===== src/rtl/dphy_ctl_pkg.sv =====
package dphy_ctl_pkg;
  localparam int HALF_W = 16;
  localparam int WORD_W = 2 * HALF_W;
  localparam int NUM_CTL = 6;

  // Per-bit masked merge: enable bits in the upper half select the new data.
  function automatic logic [HALF_W-1:0] masked_merge(
      input logic [HALF_W-1:0] cur,
      input logic [WORD_W-1:0] wd,
      input logic [HALF_W-1:0] impl);
    logic [HALF_W-1:0] en;
    en = wd[WORD_W-1:HALF_W];
    return ((cur & ~en) | (wd[HALF_W-1:0] & en)) & impl;
  endfunction
endpackage


===== src/rtl/cfg_addr_decode.sv =====
module cfg_addr_decode #(
  parameter int ADDR_W = 16,
  parameter int N = 6,
  parameter logic [N*ADDR_W-1:0] OFFS = '0,
  parameter logic [ADDR_W-1:0] STAT_OFF = '0
) (
  input  logic              clk,
  input  logic              rst_n,
  input  logic [ADDR_W-1:0] addr,
  output logic [N-1:0]      ctl_hit,
  output logic              stat_hit
);
  for (genvar i = 0; i < N; i++) begin : g_cmp
    assign ctl_hit[i] = (addr == OFFS[i*ADDR_W +: ADDR_W]);
  end
  assign stat_hit = (addr == STAT_OFF);

  AST_DECODE_ONEHOT: assert property (@(posedge clk) disable iff (!rst_n)
    $onehot0({ctl_hit, stat_hit})) else $error("decode overlap");
endmodule


===== src/rtl/cfg_masked_reg.sv =====
module cfg_masked_reg
  import dphy_ctl_pkg::*;
#(
  parameter logic [HALF_W-1:0] IMPL = '1
) (
  input  logic              clk,
  input  logic              rst_n,
  input  logic              wr_en,
  input  logic [WORD_W-1:0] wdata,
  output logic [HALF_W-1:0] q
);
  logic [HALF_W-1:0] nxt;
  logic [HALF_W-1:0] wr_mask;

  assign wr_mask = wdata[WORD_W-1:HALF_W];
  assign nxt = masked_merge(q, wdata, IMPL);

  always_ff @(posedge clk) begin
    if (!rst_n) q <= '0;
    else if (wr_en) q <= nxt;
  end

  AST_MASKED_BITS_HOLD: assert property (@(posedge clk) disable iff (!rst_n)
    wr_en |=> (((q ^ $past(q)) & ~$past(wr_mask)) == '0)) else $error("unmasked bit changed");
  AST_IDLE_HOLD: assert property (@(posedge clk) disable iff (!rst_n)
    !wr_en |=> $stable(q)) else $error("register changed without write");
  AST_UNIMPL_ZERO: assert property (@(posedge clk) disable iff (!rst_n)
    wr_en |=> ((q & ~IMPL) == '0)) else $error("unimplemented bit set");
  AST_RESET_CLEAR: assert property (@(posedge clk) disable iff (!rst_n)
    $rose(rst_n) |-> (q == '0)) else $error("reset did not clear");
endmodule


===== src/rtl/cfg_read_mux.sv =====
module cfg_read_mux
  import dphy_ctl_pkg::*;
#(
  parameter int N = 6,
  parameter int STAT_W = 8
) (
  input  logic                clk,
  input  logic                rst_n,
  input  logic                rd,
  input  logic [N-1:0]        ctl_hit,
  input  logic                stat_hit,
  input  logic [N*HALF_W-1:0] regs,
  input  logic [STAT_W-1:0]   status,
  output logic [WORD_W-1:0]   rdata
);
  logic [WORD_W-1:0] acc;

  always_comb begin
    acc = '0;
    for (int i = 0; i < N; i++)
      if (ctl_hit[i]) acc = acc | {{HALF_W{1'b0}}, regs[i*HALF_W +: HALF_W]};
    if (stat_hit) acc = acc | {{(WORD_W-STAT_W){1'b0}}, status};
  end

  assign rdata = rd ? acc : '0;

  AST_UNMAPPED_READ_ZERO: assert property (@(posedge clk) disable iff (!rst_n)
    (rd && !(|ctl_hit) && !stat_hit) |-> (rdata == '0)) else $error("unmapped read nonzero");
  AST_UPPER_HALF_ZERO: assert property (@(posedge clk) disable iff (!rst_n)
    (|ctl_hit) |-> (rdata[WORD_W-1:HALF_W] == '0)) else $error("upper half nonzero");
endmodule


===== src/rtl/dphy_rx_ctl_bank.sv =====
module dphy_rx_ctl_bank
  import dphy_ctl_pkg::*;
#(
  parameter int ADDR_W = 16,
  parameter int STAT_W = 8,
  parameter logic [NUM_CTL*ADDR_W-1:0] CTL_OFFS =
    {16'h6264, 16'h6260, 16'h625c, 16'h6258, 16'h6254, 16'h6224},
  parameter logic [NUM_CTL*HALF_W-1:0] CTL_IMPL =
    {16'h07ff, 16'h00ff, 16'hffff, 16'hffff, 16'hffff, 16'h0c0f},
  parameter logic [ADDR_W-1:0] STAT_OFF = 16'he2a4
) (
  input  logic              clk,
  input  logic              rst_n,
  input  logic              bus_valid,
  input  logic              bus_write,
  input  logic [ADDR_W-1:0] bus_addr,
  input  logic [WORD_W-1:0] bus_wdata,
  output logic [WORD_W-1:0] bus_rdata,
  input  logic [STAT_W-1:0] test_dout,
  output logic [3:0]        rx_lane_en,
  output logic [3:0]        rx_force_rx,
  output logic [3:0]        rx_force_stop,
  output logic [3:0]        rx_turn_dis,
  output logic [3:0]        rx_turn_req,
  output logic [1:0]        clk_inv_sel,
  output logic [15:0]       aux_ctl0,
  output logic [15:0]       aux_ctl1,
  output logic [7:0]        aux_ctl2,
  output logic [7:0]        test_din,
  output logic              test_en,
  output logic              test_clk,
  output logic              test_clr
);
  localparam int IDX_MISC = 0;
  localparam int IDX_RX   = 1;
  localparam int IDX_AUX0 = 2;
  localparam int IDX_AUX1 = 3;
  localparam int IDX_AUX2 = 4;
  localparam int IDX_TEST = 5;

  logic [NUM_CTL-1:0]        ctl_hit;
  logic                      stat_hit;
  logic                      wr_stb;
  logic                      rd_stb;
  logic [NUM_CTL*HALF_W-1:0] ctl_flat;
  logic [HALF_W-1:0]         w_misc, w_rx, w_aux0, w_aux1, w_aux2, w_test;

  assign wr_stb = bus_valid & bus_write;
  assign rd_stb = bus_valid & ~bus_write;

  cfg_addr_decode #(
    .ADDR_W(ADDR_W), .N(NUM_CTL), .OFFS(CTL_OFFS), .STAT_OFF(STAT_OFF)
  ) u_dec (
    .clk(clk), .rst_n(rst_n), .addr(bus_addr),
    .ctl_hit(ctl_hit), .stat_hit(stat_hit)
  );

  for (genvar i = 0; i < NUM_CTL; i++) begin : g_reg
    cfg_masked_reg #(.IMPL(CTL_IMPL[i*HALF_W +: HALF_W])) u_reg (
      .clk(clk), .rst_n(rst_n),
      .wr_en(wr_stb & ctl_hit[i]),
      .wdata(bus_wdata),
      .q(ctl_flat[i*HALF_W +: HALF_W])
    );
  end

  cfg_read_mux #(.N(NUM_CTL), .STAT_W(STAT_W)) u_rmux (
    .clk(clk), .rst_n(rst_n), .rd(rd_stb),
    .ctl_hit(ctl_hit), .stat_hit(stat_hit),
    .regs(ctl_flat), .status(test_dout), .rdata(bus_rdata)
  );

  assign w_misc = ctl_flat[IDX_MISC*HALF_W +: HALF_W];
  assign w_rx   = ctl_flat[IDX_RX*HALF_W   +: HALF_W];
  assign w_aux0 = ctl_flat[IDX_AUX0*HALF_W +: HALF_W];
  assign w_aux1 = ctl_flat[IDX_AUX1*HALF_W +: HALF_W];
  assign w_aux2 = ctl_flat[IDX_AUX2*HALF_W +: HALF_W];
  assign w_test = ctl_flat[IDX_TEST*HALF_W +: HALF_W];

  assign rx_lane_en    = w_rx[3:0];
  assign rx_force_rx   = w_rx[7:4];
  assign rx_force_stop = w_rx[11:8];
  assign rx_turn_dis   = w_rx[15:12];
  assign rx_turn_req   = w_misc[3:0];
  assign clk_inv_sel   = w_misc[11:10];
  assign aux_ctl0      = w_aux0;
  assign aux_ctl1      = w_aux1;
  assign aux_ctl2      = w_aux2[7:0];
  assign test_din      = w_test[7:0];
  assign test_en       = w_test[8];
  assign test_clk      = w_test[9];
  assign test_clr      = w_test[10];

  AST_NONCTL_WRITE_IGNORED: assert property (@(posedge clk) disable iff (!rst_n)
    (wr_stb && !(|ctl_hit)) |=> $stable(ctl_flat)) else $error("stray write took effect");
  AST_STATUS_READ: assert property (@(posedge clk) disable iff (!rst_n)
    (rd_stb && stat_hit) |-> (bus_rdata == {{(WORD_W-STAT_W){1'b0}}, test_dout})) else $error("status readback");
  AST_NO_READ_DATA_ON_WRITE: assert property (@(posedge clk) disable iff (!rst_n)
    !rd_stb |-> (bus_rdata == '0)) else $error("rdata outside read");
endmodule


===== config.mk =====
export PLATFORM = sky130hd
export DESIGN_NAME = dphy_rx_ctl_bank
export DESIGN_NICKNAME = d
export VERILOG_FILES = /design/src/rtl/dphy_ctl_pkg.sv /design/src/rtl/cfg_addr_decode.sv /design/src/rtl/cfg_masked_reg.sv /design/src/rtl/cfg_read_mux.sv /design/src/rtl/dphy_rx_ctl_bank.sv
export SDC_FILE = /design/constraint.sdc
export NUM_CORES = 1
export LEC_CHECK = 0
export BUFFER_PORTS_ARGS = -buffer_cell sky130_fd_sc_hd__buf_2
export CAP_MARGIN = 20
export CORE_MARGIN = 1.5
export CORE_UTILIZATION = 52
export CTS_CLUSTER_DIAMETER = 150
export CTS_CLUSTER_SIZE = 16
export DETAILED_ROUTE_END_ITERATION = 10
export PLACE_DENSITY_LB_ADDON = 0.12
export REMOVE_ABC_BUFFERS = 1
export SYNTH_ARGS = -nofsm -noshare
export SYNTH_HDL_FRONTEND = slang
export SYNTH_SLANG_ARGS = --single-unit

===== constraint.sdc =====
create_clock -name clk -period 5.25 [get_ports clk]
set_input_delay 0.525 -clock clk [delete_from_list [all_inputs] [get_ports clk]]
set_output_delay 0.525 -clock clk [all_outputs]
set_load 0.01 [all_outputs]

### Word level (Yosys, flattened, before mapping)

Index checks and enable logic that the tools add are counted.

* flip-flop bits (word level): 73
* input bits: 60
* output and inout port bits: 105
* logic and storage cells: 50

* equality and inequality tests: 7
* multiplexer cells: 8
* bitwise gates (word level): 29

Operators with widths (number)
* two-way mux 32 bit: 7
* equality test 16 x 15 -> 1 bit (second input constant): 6
* bitwise OR 32 x 16 -> 32 bit: 3
* bitwise AND 16 bit: 4
* bitwise OR 32 x 8 -> 32 bit: 2
* bitwise OR 16 bit: 3
* bitwise OR 32 x 11 -> 32 bit: 1
* equality test 16 bit (second input constant): 1
* NOT 16 bit: 1
* bitwise AND 12 bit: 1
* two-way mux 12 bit: 1
* bitwise OR 12 bit: 1
* bitwise AND 11 bit: 1
* bitwise OR 11 bit: 1
* bitwise AND 1 bit: 8
* bitwise AND 8 bit: 1
* bitwise OR 8 bit: 1
* NOT 1 bit: 1

### Longest topological paths before layout

Gate-level depths: netlist of the first run.

* word-level depth: 15
* gate-level depth with buffers: 7
* depth with buffers taken out: 4

### Cells and area by module

From an unflattened synthesis of the first run, not the netlist that was laid out.

* cell total of the unflattened synthesis: 534
* area total of the unflattened synthesis: 4435.5 µm²

Modules (own cells, without submodules)
* cfg_masked_reg (g_reg[1].u_reg ...): times used 3, cells each 85, area an instance 750.7 µm², seq. area each 320.3 µm²
* cfg_read_mux: times used 1, cells each 95, area an instance 693.2 µm², seq. area each 0.0 µm²
* cfg_masked_reg (g_reg[5].u_reg): times used 1, cells each 64, area an instance 525.5 µm², seq. area each 220.2 µm²
* cfg_masked_reg (g_reg[4].u_reg): times used 1, cells each 52, area an instance 421.7 µm², seq. area each 160.2 µm²
* cfg_masked_reg (g_reg[0].u_reg): times used 1, cells each 42, area an instance 337.8 µm², seq. area each 120.1 µm²
* cfg_addr_decode: times used 1, cells each 19, area an instance 161.4 µm², seq. area each 0.0 µm²
* dphy_rx_ctl_bank: times used 1, cells each 7, area an instance 43.8 µm², seq. area each 0.0 µm²

### Worst setup path before layout of the first run

Ideal clock, no wire load.

* kind: input to output
* start: input bus_addr[7]
* end: output bus_rdata[2]
* data arrival time: 2036 ps
* data required time: 4725 ps
* slack: 2689 ps
* cell stages on the path: 5
* path buffers: 1
* path through: or4_4 -> nor4_2 -> buf_2 -> o21ai_0 -> a21oi_1

* word-level cells in the longest chain between the ends: 15
* elaborated cells between the ends (all ways): 21
* those cells by class: eq/ne: 7; mux: 8; bitwise: 6

RTL lines
* start: declaration: RTL line dphy_rx_ctl_bank.sv:16 `input logic [ADDR_W-1:0] bus_addr,`
* equality test 16 x 15 -> 1 bit: RTL line cfg_addr_decode.sv:14 `assign ctl_hit[i] = (addr == OFFS[i*ADDR_W +: ADDR_W]);`
* two-way mux 12 bit: RTL line cfg_read_mux.sv:21 `if (ctl_hit[i]) acc = acc | {{HALF_W{1'b0}}, regs[i*HALF_W +: HALF_W]};`
* bitwise OR 32 x 16 -> 32 bit: RTL line cfg_read_mux.sv:21
* two-way mux 32 bit: RTL line cfg_read_mux.sv:21
* bitwise OR 32 x 16 -> 32 bit: RTL line cfg_read_mux.sv:21
* two-way mux 32 bit: RTL line cfg_read_mux.sv:21
* bitwise OR 32 x 16 -> 32 bit: RTL line cfg_read_mux.sv:21
* two-way mux 32 bit: RTL line cfg_read_mux.sv:21
* bitwise OR 32 x 8 -> 32 bit: RTL line cfg_read_mux.sv:21
* two-way mux 32 bit: RTL line cfg_read_mux.sv:21
* bitwise OR 32 x 11 -> 32 bit: RTL line cfg_read_mux.sv:21
* two-way mux 32 bit: RTL line cfg_read_mux.sv:21
* bitwise OR 32 x 8 -> 32 bit: RTL line cfg_read_mux.sv:22 `if (stat_hit) acc = acc | {{(WORD_W-STAT_W){1'b0}}, status};`
* two-way mux 32 bit (*): RTL line cfg_read_mux.sv:22
* two-way mux 32 bit (*): RTL line cfg_read_mux.sv:25 `assign rdata = rd ? acc : '0;`
* end: declaration: RTL line dphy_rx_ctl_bank.sv:18 `output logic [WORD_W-1:0] bus_rdata,`

Every way passes the cells marked *; elsewhere a longest branch is shown, timed or not.

### Worst setup path in the final report of the first run

* start: input bus_addr[2]
* end: output bus_rdata[3]

Same word-level chain as after synthesis.

==> flow_summary.yaml, run 1 <==
run_status:
  outcome: "completed"
global_routing:
  grt_pass1_vias: 4434
  grt_pass1_wl_mm: 22.3
  grt_max_degree: 65
  grt_overflow_total: 0
  antenna_found_initial: 0
  grt_use_total_pct: 31.9
pwr:
  total_power_mw: 1.16
  p_per_area_nw_per_um2: 225
  leakagePower_nw: 2.10
  ir_drop_mv: 0.137
finish:
  nNetsFinal: 653
  fin_area_sq_um: 5160
  fill_cells: 691
  final_cells: 700
  postLayoutCoreUtil_pct: 66.1
  syn2layout_area_growth_pct: 21.5
  drive_gt1_share_pct: 32.1
  antennaDiodeCount: 0
job:
  drv_cap: 0
timing:
  tns_ps: 0
  max_freq_ghz: 0.310
  fin_crit_sh_pct: 61.4
  finalMaxSlewViolations: 0
  finalSetupViolCount: 0
  layout_min_cycle_time_ps: 3220
  worst_pin_slew_ps: 960
  fin_skew_ps: 0
  rsz0062_at_grt: "no"
  hold_violations: 0
  slew_headroom_pct: 35.8
synth:
  synthXorXnorAreaFrac_pct: 0
  synth_most_common_cell: "dfxtp_1"
  ys_top_cells_by_count: "73 x dfxtp_1, 67 x o311ai_0, 67 x o41ai_1"
  yosys_warnings: 0
  yosys_most_used_dff: "dfxtp_1"
  synth_cell_type_count: 42
  synth_area_sq_um: 4250
  syn_area_per_cell_sq_um: 8.83
  yosys.area_share.simple_pct: 17.1
  synth_top_family_by_area: "compound AO/OA/AOI/OAI gates"
  synth_fa_ha_area_share_pct: 0
  synth_area_leaders: "dfxtp_1 34%, o311ai_0 14%, o41ai_1 14%"
  yosysTopAreaCell: "dfxtp_1"
  synth_compound_area_share_pct: 33.5
  synth_edf_count: 0
  netlist_instances: 481
  yosysTopAreaCellShare_pct: 34.4
  ys_async_sr_fraction_pct: 0
  ys_ff_latch: 73
  muxShareOfSynthArea_pct: 6.45
  yosysSeqAreaShare_pct: 34.4
floorplanning:
  die_h_microns: 93.4
  dieArea_sq_um: 8720
  rows: 32
  coreArea_sq_um: 7810
  start_util_pct: 54.4
  top_level_ports: 165
  die_w_microns: 93.4
place:
  hpwl_mm: 9.04
  place_inst: 682
  io_buffers: 148
  dpl_cell_area_sq_um: 4900
  gp_congestion: 0.873
critical_path:
  cp.required_ps: 4720
  crit_start: "bus_addr[2]"
  worst-path-buf-inv: 2
  crit_chain: "buf_2, nor4b_2, o21ai_0, a21o_1, a21oi_1, buf_2"
  crit_slowest_cell: "nor4b_2"
  crit_family: "simple AND/OR/NAND/NOR gates"
  r2r_slack_ps: 4510
  cp-start-kind: "input pin"
  cp.arrival_ps: 2700
  worstSetupPathType: "in2out"
  cp_common_cell: "buf_2"
  end_kind: "output pin"
  cp_max_fo: 27
  crit_path_max_incr_delay_ps: 890
  cp.depth: 6
  r2r_cells: 2
  crit_path_end: "bus_rdata[3]"
route:
  top_layer_used: "met4"
  vias: 4859
  wirelength_mm: 13.9
  ant_nets: 0
  drt_pass1_iterations: 5
  met1_length_mm: 5.80
  wl_met2_mm: 6.50
  route.met3.wl_mm: 1.28
  drt_iter0_markers: 464
  post_drt_wl_per_cell_microns: 19.9
  drc: 0
  vias_per_cell: 6.94
clock_tree:
  cts_buffers: 9
  clkTransAtPathRegs_ps: 70
  cts_tree: "built"
  cts_sinks: 73
  cts_max_path_buffers: 2
  cts_resized: 0
  clk-insertion-delay-late_ps: 350
  postCtsHoldBufs: 0
  htreeDepth: 3
  cts_setup_buffers: 0
  cts_root_buffer: "clkbuf_8"
worst_hold_path:
  hold_class: "in2reg"
layer usage:
layer | up-vias | GRT usage [%]
li1 | 2208 | -
met1 | 2317 | 43.3
met2 | 301 | 51.0
met3 | 33 | 4.07
met4 | 0 | 12.9
met5 | - | 0
final cells by class:
type                            count  area, sq um  share of cell area, %
Clock buffer                       11          151                   2.93
Tap cell                          102          128                   2.47
Multi-Input combinational cell    348         2490                   48.3
Clock inverter                      5         77.6                   1.50
Sequential cell                    73         1460                   28.3
Timing Repair Buffer              159          843                   16.3
Inverter                            2         7.51                  0.145
metrics by stage:
step                      hold WS, ps  setup slack (ps)
after global placement            465              2010
after global routing              484              1830
after floorplan                   490              1270
after CTS                         469              2060
final                             467              2030
after detailed placement          477              1820
cell usage in the layout (no fill, tap or decap), types with 11 or more instances in the layout:
cell	count
nand4_1	21
conb_1	16
nand3_1	14
o41ai_1	67
dfxtp_1	73
mux2_2	11
buf_2	148
mux2i_1	15
nand2_1	43
o311ai_0	67
clkbuf_8	11
cells by family (layout without fill, tap and decap cells):
kind of cell / Yosys count / in the layout
other: 1 / 16
DFF: 73 / 73
and+or+nand+nor: 133 / 133
AOI/OAI and AO/OA: 173 / 173
muxes: 26 / 26
buffers and inverters: 75 / 177
worst min-delay path by stage:
stage | startpoint | endpoint | slack [ps] | depth (start not counted)
6_report | bus_wdata[19] | flip-flop | 470 | 3
5_1_grt | bus_wdata[13] | flip-flop | 480 | 3
4_1_cts | bus_wdata[13] | flip-flop | 470 | 3
3_5_place_dp | flip-flop | flip-flop | 480 | 2
3_3_place_gp | flip-flop | flip-flop | 460 | 2
2_1_floorplan | flip-flop | flip-flop | 490 | 2
worst reg2reg max path: cells and delay by family, from the launching register on:
kind / cells / cell delay, ps
DFF: 1 / 390
AOI/OAI and AO/OA: 2 / 260
power breakdown:
part           switching, mW  internal, mW
clock                  0.216         0.292
sequential       0.000000958         0.553
combinational         0.0731        0.0280
total                  0.289         0.873
Note: power is estimated with default switching activity, not from simulation.
==> run 2, diff against run 1 <==
--- a/config.mk
+++ b/config.mk
@@ -5,10 +5,11 @@
 export SDC_FILE = /design/constraint.sdc
 export NUM_CORES = 1
 export LEC_CHECK = 0
+export ABC_AREA = 1
 export BUFFER_PORTS_ARGS = -buffer_cell sky130_fd_sc_hd__buf_2
 export CAP_MARGIN = 20
 export CORE_MARGIN = 1.5
-export CORE_UTILIZATION = 52
+export CORE_UTILIZATION = 45
 export CTS_CLUSTER_DIAMETER = 150
 export CTS_CLUSTER_SIZE = 16
 export DETAILED_ROUTE_END_ITERATION = 10
==> constraint.sdc (replaced) <==
create_clock -name clk -period 2.9 [get_ports clk]
set_input_delay 0.29 -clock clk [delete_from_list [all_inputs] [get_ports clk]]
set_output_delay 0.29 -clock clk [all_outputs]
set_load 0.01 [all_outputs]
==> run 2 against run 1 <==
  * Final area shrank 0.80%
  * Synthesized cell count grew 41%
  * Area after synthesis shrank 0.65%
  * Critical path depth grew 5
  * Highest routed layer unchanged
  * Largest cell class unchanged
  * Largest power group unchanged
  * Worst hold slack lost 270 ps
  * Sequential share of layout area grew 0.23 points
  * Wire length shrank 9.6%
==> flow_summary.yaml, run 2 <==
timing:
  fin_skew_ps: 0
  worst_pin_slew_ps: 661
  rsz0062_at_grt: "no"
  max_freq_ghz: 0.445
  fin_crit_sh_pct: 77.5
  layout_min_cycle_time_ps: 2250
  slew_headroom_pct: 55.9
  tns_ps: 0
  finalMaxSlewViolations: 0
  hold_violations: 0
  finalSetupViolCount: 0
route:
  drt_pass1_iterations: 5
  ant_nets: 0
  drc: 0
  post_drt_wl_per_cell_microns: 13.5
  wirelength_mm: 12.6
  vias: 4702
  vias_per_cell: 5.06
  drt_iter0_markers: 266
global_routing:
  antenna_found_initial: 1
  grt_overflow_total: 0
  grt_use_total_pct: 24.9
  grt_pass1_vias: 4156
  grt_use_met3_pct: 4.74
  use_met1_pct: 31.7
  grt_max_degree: 31
  grt_pass1_wl_mm: 19.7
  busiest_layer: "met2"
  grt_use_met2_pct: 42.1
synth:
  synth_top_family_by_area: "simple AND/OR/NAND/NOR gates"
  yosysSeqAreaShare_pct: 34.6
  ys_top_cells_by_count: "146 x nand2_1, 139 x nor2_1, 108 x nand3_1"
  syn_area_per_cell_sq_um: 6.22
  netlist_instances: 679
  yosys.area_share.simple_pct: 44.0
  synth_area_leaders: "dfxtp_1 35%, nand2_1 13%, nand3_1 13%"
  synth_fa_ha_area_share_pct: 0
  synth_most_common_cell: "nand2_1"
  synth_cell_type_count: 23
  synth_compound_area_share_pct: 8.66
  synthXorXnorAreaFrac_pct: 0
  muxShareOfSynthArea_pct: 0
  synth_edf_count: 0
  yosysTopAreaCellShare_pct: 34.6
  yosys_warnings: 0
  synth_area_sq_um: 4220
  yosysTopAreaCell: "dfxtp_1"
  ys_async_sr_fraction_pct: 0
  ys_ff_latch: 73
  yosys_most_used_dff: "dfxtp_1"
finish:
  final_common_cell: "buf_2"
  nNetsFinal: 873
  drive_gt1_share_pct: 23.8
  final_cells: 929
  antennaDiodeCount: 0
  syn2layout_area_growth_pct: 21.3
  final_cell_mix: "148 x buf_2, 146 x nand2_1, 139 x nor2_1"
pwr:
  switching_power_mw: 0.497
  sw_frac_of_total_pct: 25.3
  p_per_area_nw_per_um2: 384
  combPwrFrac_pct: 8.3
  seqPwrFrac_pct: 51.0
  power.internal_mw: 1.47
  pwr-share-clk_pct: 40.7
  leakagePower_nw: 2.71
  ir_drop_mv: 0.239
critical_path:
  crit_chain: "buf_2, nor2_1, nand2_2, nor2_8, nand2_1, inv_1, nand2_1, nand2_1, nor2_1, nor2_1, buf_2"
  crit_family: "simple AND/OR/NAND/NOR gates"
  end_kind: "output pin"
  crit_slowest_cell: "nor2_8"
  cp_max_fo: 26
  worst-path-buf-inv: 3
  crit_path_max_incr_delay_ps: 350
  cp.required_ps: 2610
  cp.arrival_ps: 1960
  cp-start-kind: "input pin"
  worstSetupPathType: "in2out"
floorplanning:
  die_h_microns: 99.8
  top_level_ports: 165
  start_util_pct: 46.1
  coreArea_sq_um: 9150
  dieArea_sq_um: 9970
  die_w_microns: 99.8
  rows: 35
clock_tree:
  cts_setup_buffers: 0
  cts_tree: "built"
  cts_root_buffer: "clkbuf_8"
  cts_max_path_buffers: 2
  cts_sinks: 73
  clk-insertion-delay-late_ps: 340
  cts_buffers: 9
  clkTransAtPathRegs_ps: 80
  htreeDepth: 3
  postCtsHoldBufs: 0
  cts_resized: 0
worst_hold_path:
  hold_class: "in2reg"
place:
  gp_congestion: 0.888
  io_buffers: 148
  hpwl_mm: 8.90
  place_inst: 913
run_status:
  outcome: "completed"
job:
  drv_cap: 0
-- run 2: changes by cell type after synthesis, sizes merged, moves of 57 or more --
cell and change:
inv +57, nand2 +109, nand3 +95, nor2 +145, o311ai -67, o41ai -67
-- run 2: worst register-to-register path, stage by stage (launching register included) --
cell	delay, ps
dfxtp_1	350
o21ai_0	170
nor2_1	50
-- run 2: area by class of cell --
class,count,area [sq um]
clock buffers,10,138
clock inverters,6,57.6
fillers,970,4030
inverters,59,221
multi-input cells,513,2280
flip-flops and latches,73,1460
well taps,111,139
repair buffers,157,821
-- run 2: cells by family (layout without fill, tap and decap cells) --
logic type | Yosys count | count (layout)
flip-flops | 73 | 73
other | 1 | 16
buffers and inverters | 108 | 232
AND/OR/NAND/NOR | 424 | 424
AO/OA/AOI/OAI | 73 | 73
-- run 2: per-layer routing --
metal / routed length, microns / vias up
met5: 0 / -
met4: 252 / 0
met3: 977 / 24
met2: 5870 / 191
met1: 5480 / 2103
li1: - / 2384
-- run 2: stage by stage --
stage / total power [mW] / instance area (sq um) / util, % / worst slack, ps / hold WS (ps)
final: 1.96 / 5120 / 56.0 / 654 / 197
after global routing: 2.04 / 5120 / 56.0 / 425 / 201
after CTS: 1.98 / 5120 / 56.0 / 617 / 190
after floorplan: 1.09 / 3970 / - / 511 / 410
after detailed placement: 1.19 / 4930 / 53.8 / 620 / 491
after global placement: 1.18 / 4930 / 53.8 / 696 / 485
-- run 2: final timing paths --
kind | depth (start not counted) | endpoint | slack (ps) | from
setup / recovery | 11 | bus_rdata[8] | 650 | bus_addr[12]
hold reg to reg | 2 | flip-flop | 510 | flip-flop
setup reg to reg | 2 | flip-flop | 2220 | flip-flop
hold / removal | 3 | flip-flop | 200 | bus_wdata[4]
-- run 2: power groups by stage --
stage                     Clock (mW)  Sequential (mW)  Combinational [mW]
final                          0.800             1.00               0.162
after global routing           0.859             1.00               0.183
after CTS                      0.815             1.00               0.161
after detailed placement           0             1.02               0.160
after global placement             0             1.02               0.157
after floorplan                    0             1.02              0.0688
